===== config.mk =====
export PLATFORM = sky130hd
export DESIGN_NAME = reset_guard
export DESIGN_NICKNAME = d
export VERILOG_FILES = /design/src/rtl/rg_pkg.sv /design/src/rtl/rg_sync.sv /design/src/rtl/rg_wdog.sv /design/src/rtl/rg_ctrl.sv /design/src/rtl/reset_guard.sv
export SDC_FILE = /design/constraint.sdc
export NUM_CORES = 1
export LEC_CHECK = 0
export CORE_MARGIN = 2
export CORE_UTILIZATION = 40
export CTS_CLUSTER_DIAMETER = 60
export CTS_CLUSTER_SIZE = 30
export DETAILED_ROUTE_END_ITERATION = 12
export DONT_BUFFER_PORTS = 1
export PLACE_DENSITY = 0.59
export SLEW_MARGIN = 20
export SYNTH_ARGS = -nofsm -noshare
export SYNTH_HDL_FRONTEND = slang
export SYNTH_SLANG_ARGS = --single-unit
export TNS_END_PERCENT = 1

===== constraint.sdc =====
create_clock -name clk -period 6.9 [get_ports clk]
set_input_delay 0.69 -clock clk [delete_from_list [all_inputs] [get_ports clk]]
set_output_delay 0.69 -clock clk [all_outputs]
set_load 0.005 [all_outputs]

===== src/rtl/rg_pkg.sv =====
// Shared types for the reset supervisor.
// Assumes: nothing beyond IEEE 1800-2017.
package rg_pkg;

    // Supervisor sequencing states.
    typedef enum logic [2:0] {
        ST_PWR    = 3'd0,  // supply bad, line held low
        ST_HOLD   = 3'd1,  // timed reset pulse
        ST_SETTLE = 3'd2,  // released, letting readback catch up
        ST_WAIT   = 3'd3,  // button held, waiting for release
        ST_RUN    = 3'd4   // idle, watching button and watchdog
    } rg_state_t;

endpackage


===== src/rtl/rg_sync.sv =====
// Multi-bit synchronizer with one extra history stage for edge detection.
// Assumes: each bit is an independent slow level; no bus coherency is needed.
module rg_sync #(
    parameter int              W      = 2,
    parameter int              STAGES = 2,
    parameter logic [W-1:0]    INIT   = '1
) (
    input  logic         clk,
    input  logic         rst_n,
    input  logic [W-1:0] d,
    output logic [W-1:0] q,
    output logic [W-1:0] prev
);
    logic [STAGES:0][W-1:0] chain;

    // Shift the raw inputs through the flop chain.
    always_ff @(posedge clk) begin
        if (!rst_n) chain <= {(STAGES+1){INIT}};
        else        chain <= {chain[STAGES-1:0], d};
    end

    assign q    = chain[STAGES-1];
    assign prev = chain[STAGES];
endmodule


===== src/rtl/rg_wdog.sv =====
// Watchdog counter: counts ticks while the supervisor is idle and flags
// expiry when the selected period elapses without a strobe.
// Assumes: run drops for at least one cycle after each expiry.
module rg_wdog #(
    parameter int BASE_MS = 250,
    parameter int CW      = $clog2(4*BASE_MS+1)
) (
    input  logic          clk,
    input  logic          rst_n,
    input  logic          tick,
    input  logic          run,
    input  logic          kick,
    input  logic [1:0]    sel,
    output logic          expire,
    output logic [CW-1:0] cnt
);
    localparam logic [CW:0] P1 = (CW+1)'(BASE_MS);
    localparam logic [CW:0] P2 = (CW+1)'(2*BASE_MS);
    localparam logic [CW:0] P4 = (CW+1)'(4*BASE_MS);

    logic [CW:0] limit;
    logic        enabled;

    // Decode the period select code into a tick count.
    always_comb begin
        unique case (sel)
            2'b01:   limit = P1;
            2'b10:   limit = P2;
            2'b11:   limit = P4;
            default: limit = '0;
        endcase
    end

    assign enabled = (sel != 2'b00);
    assign expire  = run && tick && !kick && enabled &&
                     (({1'b0, cnt} + 1'b1) >= limit);

    // Count elapsed ticks; clear outside idle or on a strobe.
    always_ff @(posedge clk) begin
        if (!rst_n)                          cnt <= '0;
        else if (!run || kick)               cnt <= '0;
        else if (tick && enabled && !expire) cnt <= cnt + 1'b1;
    end
endmodule


===== src/rtl/rg_ctrl.sv =====
// Sequencer: power-fail hold, timed pulses, release wait and idle watch.
// Assumes: line_lvl/rise/fall are already synchronized; pwr_good is
// synchronous to clk.
module rg_ctrl
    import rg_pkg::*;
#(
    parameter int HOLD_MS    = 250,
    parameter int SETTLE_CYC = 3
) (
    input  logic clk,
    input  logic rst_n,
    input  logic tick,
    input  logic pwr_good,
    input  logic line_lvl,
    input  logic line_rise,
    input  logic line_fall,
    input  logic wd_expire,
    output logic run,
    output logic drive_lo
);
    localparam int              HCW       = $clog2(HOLD_MS+1);
    localparam int              SCW       = $clog2(SETTLE_CYC+1);
    localparam logic [HCW-1:0]  HOLD_LAST = HCW'(HOLD_MS-1);
    localparam logic [SCW-1:0]  SET_LAST  = SCW'(SETTLE_CYC-1);

    rg_state_t      state, nxt;
    logic [HCW-1:0] hcnt;
    logic [SCW-1:0] scnt;

    // Next-state selection; supply loss overrides every state.
    always_comb begin
        nxt = state;
        if (!pwr_good) begin
            nxt = ST_PWR;
        end else begin
            unique case (state)
                ST_PWR:    nxt = ST_HOLD;
                ST_HOLD:   if (tick && hcnt == HOLD_LAST) nxt = ST_SETTLE;
                ST_SETTLE: if (scnt == SET_LAST) nxt = line_lvl ? ST_RUN : ST_WAIT;
                ST_WAIT:   if (line_rise) nxt = ST_HOLD;
                ST_RUN:    if (line_fall || wd_expire) nxt = ST_HOLD;
                default:   nxt = ST_PWR;
            endcase
        end
    end

    // State register; reset behaves like initial power-up.
    always_ff @(posedge clk) begin
        if (!rst_n) state <= ST_PWR;
        else        state <= nxt;
    end

    // Pulse length counter in ticks.
    always_ff @(posedge clk) begin
        if (!rst_n || state != ST_HOLD) hcnt <= '0;
        else if (tick)                  hcnt <= hcnt + 1'b1;
    end

    // Settle counter in cycles.
    always_ff @(posedge clk) begin
        if (!rst_n || state != ST_SETTLE) scnt <= '0;
        else                              scnt <= scnt + 1'b1;
    end

    assign run      = (state == ST_RUN);
    assign drive_lo = (state == ST_PWR) || (state == ST_HOLD);
endmodule


===== src/rtl/reset_guard.sv =====
// Reset supervisor top: synchronizes the line readback and strobe, holds
// the watchdog period select, and combines sequencer and watchdog.
// Assumes: line_drive_lo enables a pull-down only; an external pull-up
// restores the line, and tick_ms is a single-cycle pulse per millisecond.
module reset_guard #(
    parameter int HOLD_MS     = 250,
    parameter int BASE_MS     = 250,
    parameter int SYNC_STAGES = 2
) (
    input  logic       clk,
    input  logic       rst_n,
    input  logic       tick_ms,
    input  logic       pwr_good,
    input  logic       line_in,
    input  logic       strobe_n,
    input  logic       sel_we,
    input  logic [1:0] sel_wdata,
    output logic       line_drive_lo,
    output logic [1:0] sel_q
);
    localparam int WD_CW      = $clog2(4*BASE_MS+1);
    localparam int SETTLE_CYC = SYNC_STAGES + 1;

    logic [1:0]       syn_q, syn_prev;
    logic             line_rise, line_fall, kick;
    logic             run, wd_expire;
    logic [WD_CW-1:0] wd_cnt;

    rg_sync #(.W(2), .STAGES(SYNC_STAGES), .INIT(2'b11)) u_sync (
        .clk  (clk),
        .rst_n(rst_n),
        .d    ({strobe_n, line_in}),
        .q    (syn_q),
        .prev (syn_prev)
    );

    assign line_fall = syn_prev[0] & ~syn_q[0];
    assign line_rise = ~syn_prev[0] & syn_q[0];
    assign kick      = syn_prev[1] & ~syn_q[1];

    // Period select register; powers up enabled at the longest period.
    always_ff @(posedge clk) begin
        if (!rst_n)      sel_q <= 2'b11;
        else if (sel_we) sel_q <= sel_wdata;
    end

    rg_wdog #(.BASE_MS(BASE_MS), .CW(WD_CW)) u_wdog (
        .clk   (clk),
        .rst_n (rst_n),
        .tick  (tick_ms),
        .run   (run),
        .kick  (kick),
        .sel   (sel_q),
        .expire(wd_expire),
        .cnt   (wd_cnt)
    );

    rg_ctrl #(.HOLD_MS(HOLD_MS), .SETTLE_CYC(SETTLE_CYC)) u_ctrl (
        .clk      (clk),
        .rst_n    (rst_n),
        .tick     (tick_ms),
        .pwr_good (pwr_good),
        .line_lvl (syn_q[0]),
        .line_rise(line_rise),
        .line_fall(line_fall),
        .wd_expire(wd_expire),
        .run      (run),
        .drive_lo (line_drive_lo)
    );
endmodule


==> results of run 1 <==
registers in the layout (all words and copies together) (netlist names):
register	count
u_sync.chain	2
u_ctrl.state	3
u_wdog.cnt	10
u_sync.q	2
u_ctrl.scnt	2
u_ctrl.hcnt	8
sel_q	2
u_sync.prev	2
power by group through the flow:
| stage | logic, mW | clock network (mW) | registers (mW) |
|---|---|---|---|
| 6_report | 0.0174 | 0.189 | 0.184 |
| 5_1_grt | 0.0202 | 0.199 | 0.185 |
| 4_1_cts | 0.0176 | 0.193 | 0.184 |
| 3_5_place_dp | 0.0176 | 0 | 0.188 |
| 3_3_place_gp | 0.0174 | 0 | 0.188 |
| 2_1_floorplan | 0.0168 | 0 | 0.188 |
cell type report:
type,count,area (um^2)
clock inverter,2,35.0
clock buffer,6,82.6
inverter,13,48.8
tap,52,65.1
sequential,31,621
timing repair buffer,1,7.51
fill,419,2390
multi-input combinational,148,1040
metrics by stage:
| stage | total power, mW | worst slack [ps] | util, % |
|---|---|---|---|
| 2_1_floorplan | 0.204 | 4160 | - |
| 3_3_place_gp | 0.206 | 3910 | 41.5 |
| 3_5_place_dp | 0.206 | 3840 | 41.5 |
| 4_1_cts | 0.395 | 3820 | 44.3 |
| 5_1_grt | 0.404 | 3550 | 44.3 |
| 6_report | 0.390 | 3810 | 44.3 |
logic make-up (layout without fill, tap and decap cells):
group	count (synthesis)	count (layout)	synth area share, %
buf+inv	19	22	4.87
flops	31	31	35.5
compound gates	48	48	17.5
simple gates	70	70	23.4
fa+ha+maj	17	17	12.2
xor+xnor	13	13	6.52
worst reg2reg max path, cell delays in order (launching register included):
cell,delay (ps)
dfxtp_1,400
ha_1,250
nand3_2,170
nor2_2,200
nand3_1,150
xnor2_1,160
ha_1,300
o21a_1,200
a211o_1,510
or4b_1,540
a21oi_1,140
worst min-delay path by stage:
stage                                          start  slack, ps                      to  cells after the start
after detailed placement  u_sync.chain[1]$_SDFF_PN1_        390  u_sync.q[1]$_SDFF_PN1_                      1
after floorplan           u_sync.chain[0]$_SDFF_PN1_        390  u_sync.q[0]$_SDFF_PN1_                      1
after CTS                 u_sync.chain[1]$_SDFF_PN1_        410  u_sync.q[1]$_SDFF_PN1_                      1
after global routing      u_sync.chain[1]$_SDFF_PN1_        440  u_sync.q[1]$_SDFF_PN1_                      1
after global placement    u_sync.chain[0]$_SDFF_PN1_        390  u_sync.q[0]$_SDFF_PN1_                      1
final                     u_sync.chain[1]$_SDFF_PN1_        410  u_sync.q[1]$_SDFF_PN1_                      1
per-layer routing:
| layer | global-route usage [%] | part of all wire (%) | wire [um] | vias to the layer above |
|---|---|---|---|---|
| met1 | 20.3 | 50 | 1660 | 629 |
| li1 | - | - | - | 729 |
| met5 | 0 | 0 | 0 | - |
| met4 | 6.62 | 1.9 | 63 | 0 |
| met3 | 4.33 | 4.5 | 147 | 6 |
| met2 | 23.2 | 43 | 1420 | 23 |
cells in the final DEF (no fill, tap or decap), drive strengths merged, types with 3 or more instances in the layout:
master   n
nand4    6
o31ai    6
nor2    13
or3      4
ha      17
dfxtp   31
xor2     7
o21ai   10
inv     13
nand2b   7
clkbuf   6
nand3    8
nand3b   3
xnor2    6
nand2   10
a21oi   16
or4      6
Yosys cell counts (2+ instances only):
library cell / count / share of area, %
dfxtp_1: 31 / 36
ha_1: 17 / 12
a21oi_1: 16 / 4.6
inv_1: 13 / 2.8
nor2_1: 12 / 2.6
nand2_1: 10 / 2.1
nand2b_1: 7 / 2.5
nand3_1: 7 / 2.0
o21ai_0: 7 / 2.0
xor2_1: 7 / 3.5
nand4_1: 6 / 2.1
o31ai_1: 6 / 2.6
or4_1: 6 / 2.6
xnor2_1: 6 / 3.0
or3_1: 4 / 1.4
nand3b_1: 3 / 1.3
o21ai_1: 3 / 0.86
a211oi_1: 2 / 0.86
and3_1: 2 / 0.72
buf_2: 2 / 0.57
clkbuf_1: 2 / 0.43
nor2b_1: 2 / 0.72
nor3_1: 2 / 0.57
o211ai_1: 2 / 0.86
o21a_1: 2 / 0.86
o41ai_1: 2 / 1.0
or4b_1: 2 / 1.1
==> results.toml, run 1 <==
[timing]
fin_skew_ps = 8.92
tightest_slew_ps = 546
slew_viol_final = 0
timing.final.crit_period_ps = 3090
fin_tns_setup_ps = 0
hold_viol_final = 0
relSlewSlack_pct = 63.6
rsz0062_at_grt = "false"
fin_crit_sh_pct = 44.8
whs_ps = 406
max_freq_ghz = 0.323
finalSetupViolCount = 0

[worst_setup_path]
path_class = "flop to flop"
crit_path_cell_trace = "ha_1, nand3_2, nor2_2, nand3_1, xnor2_1, ha_1, o21a_1, a211o_1, or4b_1, a21oi_1"
crit_end = "u_wdog.cnt[6]$_SDFFE_PP0P_"
critPathLaunch = "u_wdog.cnt[0]$_SDFFE_PP0P_"
cp.required_ps = 7110
crit_path_max_incr_delay_ps = 540
crit_cells = 10
crit_family = "simple AND/OR/NAND/NOR gates"
worstSetupStartpointType = "flop"
crit_arrival_ps = 3300
rrSetupSlack_ps = 3810
endpoint_kind = "flop"
crit_path_max_fanout = 20
path_buf_inv = 0
r2r_end = "u_wdog.cnt[6]$_SDFFE_PP0P_"
rr_startpoint = "u_wdog.cnt[0]$_SDFFE_PP0P_"
cpMaxStageDelayCell = "or4b_1"
cpMostUsedCell = "ha_1"
reg2regPathDepth = 10

[detailed_routing]
vias_per_cell = 5.48
drc = 0
num_vias = 1387
drt-initial-drc-count = 41
totalWireLength_um = 3290
wl_per_cell_um = 13.0
postRouteAntennaNets = 0
first_pass_iters = 4

[yosys]
synth_fp_nets = 224
synth_edf_count = 0
post_synth.cell_area_avg_um2 = 8.82
synth_cell_types = 44
synthCells = 198
async_reset_ff_share_pct = 0
yosysWarnings = 0
synthFlopType = "dfxtp_1"
netlist_area_um2 = 1750
yosysSeqAreaShare_pct = 35.5
yosys_register_bits = 31

[clocking]
hold_buffers = 0
clock_latency_ps = 290
clk_path_buf_depth = 2
cts_tree = "yes"
cts-buffers-inserted = 5
cts_root_buffer = "clkbuf_8"
cts_setup_buffers = 0
cts-htree-levels = 2
ctsResizeCount = 0
cts.reportedPaths.clkPinSlew_ps = 70
cts.sinks = 31

[grt]
grtUsageTotal_pct = 15.3
grt_pass1_vias = 1328
grt_first_pass_wirelength_um = 6000
antenna_found_initial = 0
globalRouteOverflowTotal = 0
grt_max_degree = 22

[cells_and_area]
diodes = 0
instances_no_fill = 253
drive_gt1_share_pct = 6.47
final_nets = 226
syn_to_final_growth_pct = 8.81
finish.instance_area_um2 = 1900

[floorplan]
die_w_um = 70.1
rows = 24
core_area_um2 = 4290
initial_core_util_pct = 40.7
die-area_um2 = 4910
ioPinCount = 12
die_height_um = 70.1

[placed_design]
placed_cell_area_um2 = 1780
port_buffers = 0
placed_cells = 245
dp_hpwl_um = 2380
routabilityCongestion = 0.777

[min_path]
holdCritPathClass = "flop to flop"

[power_and_ir_drop]
power.switching_uw = 84.5
p_leak_nw = 0.713
power_frac_comb_pct = 4.5
power_density_nw_per_um2 = 205
seqPwrFrac_pct = 47.2
p_int_uw = 306
swShare_pct = 21.6
vdd_drop_max_uv = 111
power_frac_clock_pct = 48.4

[run_status]
status = "complete, no violations"

[job]
drv_cap = 0
No activity file was read; power rests on OpenSTA's default activity.
==> run 2: changes to the inputs <==
- ABC_AREA: default -> 1
- clock period: 6.9 -> 2.9 ns (I/O delays scaled with it)
==> run 2 against run 1 <==
Net effect:
- non-clock buffer count grew 1
- wire length grew 3.0%
- via count rose by 4.9%
- critical endpoint is now u_wdog.cnt[4]$_SDFFE_PP0P_
- combinational power grew to 4.1 times the previous value
- die area is 3.2% higher
- final area rose by 4.7%
- clock skew decreased by 3.3 ps
- core utilization grew 1.4 points
- clock power rose by 130%
==> results.toml, run 2 <==
[run_status]
status = "complete, no violations"

[cells_and_area]
final_nets = 281
largest-register = "u_wdog.cnt"
fillCellCount = 407
top_regs = "u_wdog.cnt: 10 flops, u_ctrl.hcnt: 8 flops, u_ctrl.state: 3 flops"
final_common_cell = "nand2_1"
diodes = 0
layout_common_cells = "nand2_1 (50), inv_1 (38), dfxtp_1 (31), nor2_1 (26), a21oi_1 (19)"
drive_gt1_share_pct = 12.1
largest_reg_flops = 10
final_util_pct = 45.7
syn_to_final_growth_pct = 10.1

[timing]
fin_crit_sh_pct = 87.8
slew_viol_final = 0
tightest_slew_ps = 389
rsz0062_at_grt = "false"
finalSetupViolCount = 0
relSlewSlack_pct = 74.1
timing.final.crit_period_ps = 2540
max_freq_ghz = 0.393
layout_setup_ws_ps = 355
fin_skew_ps = 5.58
fin_tns_setup_ps = 0
hold_viol_final = 0

[clocking]
ctsResizeCount = 0
cts_root_buffer = "clkbuf_8"
cts.reportedPaths.clkPinSlew_ps = 70
cts.sinks = 31
cts_tree = "yes"
clock_latency_ps = 290
cts-buffers-inserted = 5
hold_buffers = 0
cts_setup_buffers = 0
cts-htree-levels = 2
clk_path_buf_depth = 2

[detailed_routing]
first_pass_iters = 4
drt-initial-drc-count = 69
met2WireLength_um = 1500
vias_per_cell = 4.72
wl_per_cell_um = 11.0
met3WireLength_um = 138
drc = 0
wl_met1_um = 1700
num_vias = 1455
postRouteAntennaNets = 0
totalWireLength_um = 3390
routed.top_layer = "met4"

[yosys]
synth_edf_count = 0
synth_top_area_cell = "dfxtp_1"
netlist_area_um2 = 1810
yosysSeqAreaShare_pct = 34.3
synth_common_cells = "nand2_1 (50), inv_1 (38), dfxtp_1 (31)"
synth_cell_types = 29
yosys_register_bits = 31
post_synth.cell_area_avg_um2 = 7.29
yosysWarnings = 0
async_reset_ff_share_pct = 0
synth_fp_nets = 274
synth_most_common_cell = "nand2_1"
synth_top_area_share_pct = 34.3
ys_top_cells_by_area = "dfxtp_1 (34%), ha_1 (12%), nand2_1 (10%)"
synthCells = 248
synthFlopType = "dfxtp_1"

[placed_design]
place_ws_ps = 403
port_buffers = 0
dp_hpwl_um = 2610
routabilityCongestion = 0.815

[worst_setup_path]
crit_path_max_incr_delay_ps = 400
endpoint_kind = "flop"
crit_path_max_fanout = 8
path_class = "flop to flop"
cp.required_ps = 3080
crit_arrival_ps = 2720
cpMaxStageDelayCell = "dfxtp_1"
crit_path_cell_trace = "ha_1, nand3_2, nor2_4, xor2_1, inv_1, ha_1, nand2_1, inv_1, nand2_1, nand3_1, nand2_1, nand3_2, nand2_2, nand2_2, o21ai_0, nor2_1"
reg2regPathDepth = 16
cpMostUsedCell = "nand2_1"
worstSetupStartpointType = "flop"

[floorplan]
die_height_um = 71.2
core_area_um2 = 4350
rows = 24
die-area_um2 = 5070
initial_core_util_pct = 41.5
ioPinCount = 12
die_w_um = 71.2

[grt]
grt_pass1_vias = 1387
grt_max_degree = 14
grt_first_pass_wirelength_um = 6000
globalRouteOverflowTotal = 0
antenna_found_initial = 0
grtUsageTotal_pct = 15.1

[power_and_ir_drop]
swShare_pct = 22.5
seqPwrFrac_pct = 46.2
p_int_uw = 738
power_frac_clock_pct = 46.4
p_leak_nw = 0.900
vdd_drop_max_uv = 281
power_density_nw_per_um2 = 479
power_frac_comb_pct = 7.4
power.switching_uw = 214

[job]
drv_cap = 0

[min_path]
holdCritPathClass = "primary input to flop"
hold_path_depth = 1
==> run 2: changes by cell type in the layout (fill, tap and decap cells not counted), moves of 4 or more <==
cell / delta
o31ai_1: -5
nor2_1: +14
or2_2: +5
inv_1: +25
or3_1: -4
or4_1: -6
xnor2_1: -6
nand2b_1: -7
nand2_1: +40
nand4_1: -4
==> run 2: kinds of logic (layout without fill, tap and decap cells) <==
family,Yosys count,after routing,share of synthesized area [%]
buf+inv,41,49,8.93
xor+xnor,7,7,3.39
fa+ha+maj,17,17,11.8
simple gates,113,113,29.6
flops,31,31,34.3
compound gates,39,39,12.0
==> run 2: worst paths after layout <==
kind                              startpoint                    endpoint  slack (ps)
setup / recovery  u_wdog.cnt[0]$_SDFFE_PP0P_  u_wdog.cnt[4]$_SDFFE_PP0P_         360
hold reg to reg   u_sync.chain[1]$_SDFF_PN1_      u_sync.q[1]$_SDFF_PN1_         410
setup reg to reg  u_wdog.cnt[0]$_SDFFE_PP0P_  u_wdog.cnt[4]$_SDFFE_PP0P_         360
hold / removal                         rst_n   u_sync.prev[0]$_SDFF_PN1_          70
==> run 2: layout make-up <==
class                   count  area [um^2]  share of cell area, %
flip-flops and latches     31          621                   31.2
clock buffers               6         82.6                   4.15
inverters                  39          146                   7.36
repair buffers              2         15.0                  0.755
clock inverters             2         35.0                   1.76
well taps                  52         65.1                   3.27
multi-input cells         176         1020                   51.5
==> run 2: power groups by stage <==
stage	Combinational [mW]	Sequential [mW]	Clock, mW
after floorplan	0.0560	0.448	0
after global placement	0.0715	0.450	0
after detailed placement	0.0710	0.450	0
after CTS	0.0721	0.440	0.457
after global routing	0.0839	0.441	0.475
final	0.0707	0.440	0.442
==> run 2: worst max-delay path, delay by kind of cell (launching register included) <==
family,cells,cell delay (ps)
buffers and inverters,2,130
DFF,1,400
and+or+nand+nor,10,990
xor gates and xnor gates,1,190
adders and majority gates,2,510
AOI/OAI and AO/OA,1,210
==> run 2: per-layer routing <==
metal,vias to the layer above,global-route usage (%)
met2,25,23.9
met5,-,0
met3,7,4.84
met4,0,5.66
li1,804,-
met1,619,19.1
==> run 2: through the flow <==
stage | cell area, um^2 | power, mW | cells | hold slack, ps
finish | 1990 | 0.953 | 308 | 66.8
global route | 1990 | 0.999 | 308 | 60.2
CTS | 1990 | 0.969 | 308 | 55.4
detailed placement | 1870 | 0.521 | 300 | 364
global placement | 1870 | 0.521 | 300 | 361
floorplan | 1810 | 0.504 | 248 | 359
==> run 3: changes to the inputs <==
- clock period: 2.9 -> 2.5 ns (I/O delays scaled with it)
==> run 3 against run 2 <==
Net effect:
- global-route usage grew 0.27 points
- sequential cell count is the same
- total power grew 9.0%
- critical path depth is the same
- non-clock buffer count grew 2
- critical endpoint is now u_wdog.cnt[0]$_SDFFE_PP0P_
- largest power group is now registers
==> results.toml, run 3 (synthesis results as in run 2) <==
[run_status]
status = "complete, no violations"

[floorplan]
initial_core_util_pct = 41.5
die_w_um = 71.2
ioPinCount = 12
die-area_um2 = 5070
core_area_um2 = 4350
die_height_um = 71.2
rows = 24

[detailed_routing]
met2WireLength_um = 1570
first_pass_iters = 6
wl_met1_um = 1720
num_vias = 1510
drt-initial-drc-count = 66
wl_per_cell_um = 11.2
routed.top_layer = "met4"
totalWireLength_um = 3480
postRouteAntennaNets = 0
met3WireLength_um = 136
vias_per_cell = 4.87
drc = 0

[grt]
antenna_found_initial = 0
grt_pass1_vias = 1425
grt_max_degree = 12
grt_first_pass_wirelength_um = 6150
globalRouteOverflowTotal = 0
grtUsageTotal_pct = 15.3

[worst_setup_path]
cp.required_ps = 2680
crit_path_max_fanout = 7
worstSetupStartpointType = "flop"
path_class = "flop to flop"
reg2regPathDepth = 16
r2r_end = "u_wdog.cnt[0]$_SDFFE_PP0P_"
crit_arrival_ps = 2540
rrSetupSlack_ps = 140
endpoint_kind = "flop"
rr_startpoint = "u_wdog.cnt[0]$_SDFFE_PP0P_"

[timing]
finalSetupViolCount = 0
layout_setup_ws_ps = 139
max_freq_ghz = 0.423
hold_viol_final = 0
relSlewSlack_pct = 74.3
slew_viol_final = 0
rsz0062_at_grt = "true"
tightest_slew_ps = 384
fin_crit_sh_pct = 94.5
fin_skew_ps = 3.04
timing.final.crit_period_ps = 2360

[clocking]
cts_tree = "yes"
cts_root_buffer = "clkbuf_8"
clock_latency_ps = 280
cts.sinks = 31
cts-buffers-inserted = 5
cts-htree-levels = 2
clk_path_buf_depth = 2
cts.reportedPaths.clkPinSlew_ps = 70

[cells_and_area]
largest_reg_flops = 10
drive_gt1_share_pct = 17.1
largest-register = "u_wdog.cnt"
layout_common_cells = "nand2_1 (49), inv_1 (38), dfxtp_1 (27), nor2_1 (25), a21oi_1 (17)"
final_common_cell = "nand2_1"
diodes = 0
finish.instance_area_um2 = 2070
syn_to_final_growth_pct = 14.4
final_nets = 283
top_regs = "u_wdog.cnt: 10 flops, u_ctrl.hcnt: 8 flops, u_ctrl.state: 3 flops"

[power_and_ir_drop]
power_density_nw_per_um2 = 502
power_frac_clock_pct = 42.6
swShare_pct = 24.5
p_leak_nw = 0.919
power.switching_uw = 254
vdd_drop_max_uv = 371
p_int_uw = 784
power_frac_comb_pct = 8.4
seqPwrFrac_pct = 49.0

[min_path]
hold_path_end = "u_sync.prev[1]$_SDFF_PN1_"
hold_path_depth = 1
holdCritPathClass = "primary input to flop"
hp-start = "rst_n"

[placed_design]
routabilityCongestion = 0.844
dp_hpwl_um = 2650
placed_cell_area_um2 = 1890
port_buffers = 0
place_ws_ps = -61.8

[job]
drv_cap = 0
==> run 3: power by group through the flow <==
stage	clock network [mW]	logic, mW	registers, mW
floorplan	0	0.0650	0.520
global placement	0	0.0836	0.522
detailed placement	0	0.0836	0.522
CTS	0.455	0.0849	0.510
global route	0.480	0.101	0.509
finish	0.442	0.0877	0.508
==> run 3: how the worst max path moves through the flow <==
stage                                     startpoint                    endpoint  slack (ps)
final                     u_wdog.cnt[0]$_SDFFE_PP0P_  u_wdog.cnt[0]$_SDFFE_PP0P_         140
after floorplan           u_wdog.cnt[0]$_SDFFE_PP0P_  u_wdog.cnt[8]$_SDFFE_PP0P_         280
after global routing      u_wdog.cnt[1]$_SDFFE_PP0P_  u_wdog.cnt[0]$_SDFFE_PP0P_         -30
after CTS                 u_wdog.cnt[1]$_SDFFE_PP0P_  u_wdog.cnt[6]$_SDFFE_PP0P_         0.4
after detailed placement  u_wdog.cnt[0]$_SDFFE_PP0P_  u_wdog.cnt[2]$_SDFFE_PP0P_         -60
after global placement    u_wdog.cnt[0]$_SDFFE_PP0P_  u_wdog.cnt[6]$_SDFFE_PP0P_          20
==> run 3: cell type report <==
| type | instances | area [um^2] |
|---|---|---|
| Clock buffer | 7 | 96.3 |
| Tap cell | 52 | 65.1 |
| Inverter | 39 | 146 |
| Fill cell | 424 | 2290 |
| Timing Repair Buffer | 4 | 33.8 |
| Multi-Input combinational cell | 176 | 1090 |
| Clock inverter | 1 | 7.51 |
| Sequential cell | 31 | 631 |
==> run 3: critical path, cell delays in order (launching register included) <==
cell	delay [ps]
dfxtp_4	380
ha_4	160
nand3_4	90
nor2_4	160
xor2_2	180
inv_1	90
ha_4	270
nand2_2	70
nor2_1	110
nand3_1	70
nand2_1	60
nand2_1	60
nand3_2	90
nand2_4	80
buf_4	180
a21oi_1	130
nor2_1	60
==> run 3: through the flow <==
| stage | TNS [ps] | cells | power (mW) | utilization [%] | hold WS [ps] |
|---|---|---|---|---|---|
| 3_3_place_gp | 0 | 302 | 0.605 | 43.3 | 321 |
| 4_1_cts | 0 | 310 | 1.05 | 45.9 | 22.7 |
| 6_report | 0 | 310 | 1.04 | 47.5 | 31.1 |
| 3_5_place_dp | -387 | 302 | 0.605 | 43.3 | 325 |
| 5_1_grt | -177 | 310 | 1.09 | 47.5 | 16.2 |
| 2_1_floorplan | 0 | 248 | 0.585 | - | 319 |
==> run 3: repair_timing <==
| item | in CTS | in global routing |
|---|---|---|
| gates resized for setup | 2 | 18 |
| setup endpoints to repair | 11 | 13 |
| pin swaps | 0 | 4 |
| buffers inserted | 0 | 0 |
| hold buffers | 0 | 0 |
==> run 3: routing by layer <==
layer	GRT usage [%]	up-vias
met5	0	-
met4	5.66	0
met3	5.27	5
met2	23.8	20
met1	19.7	673
li1	-	812
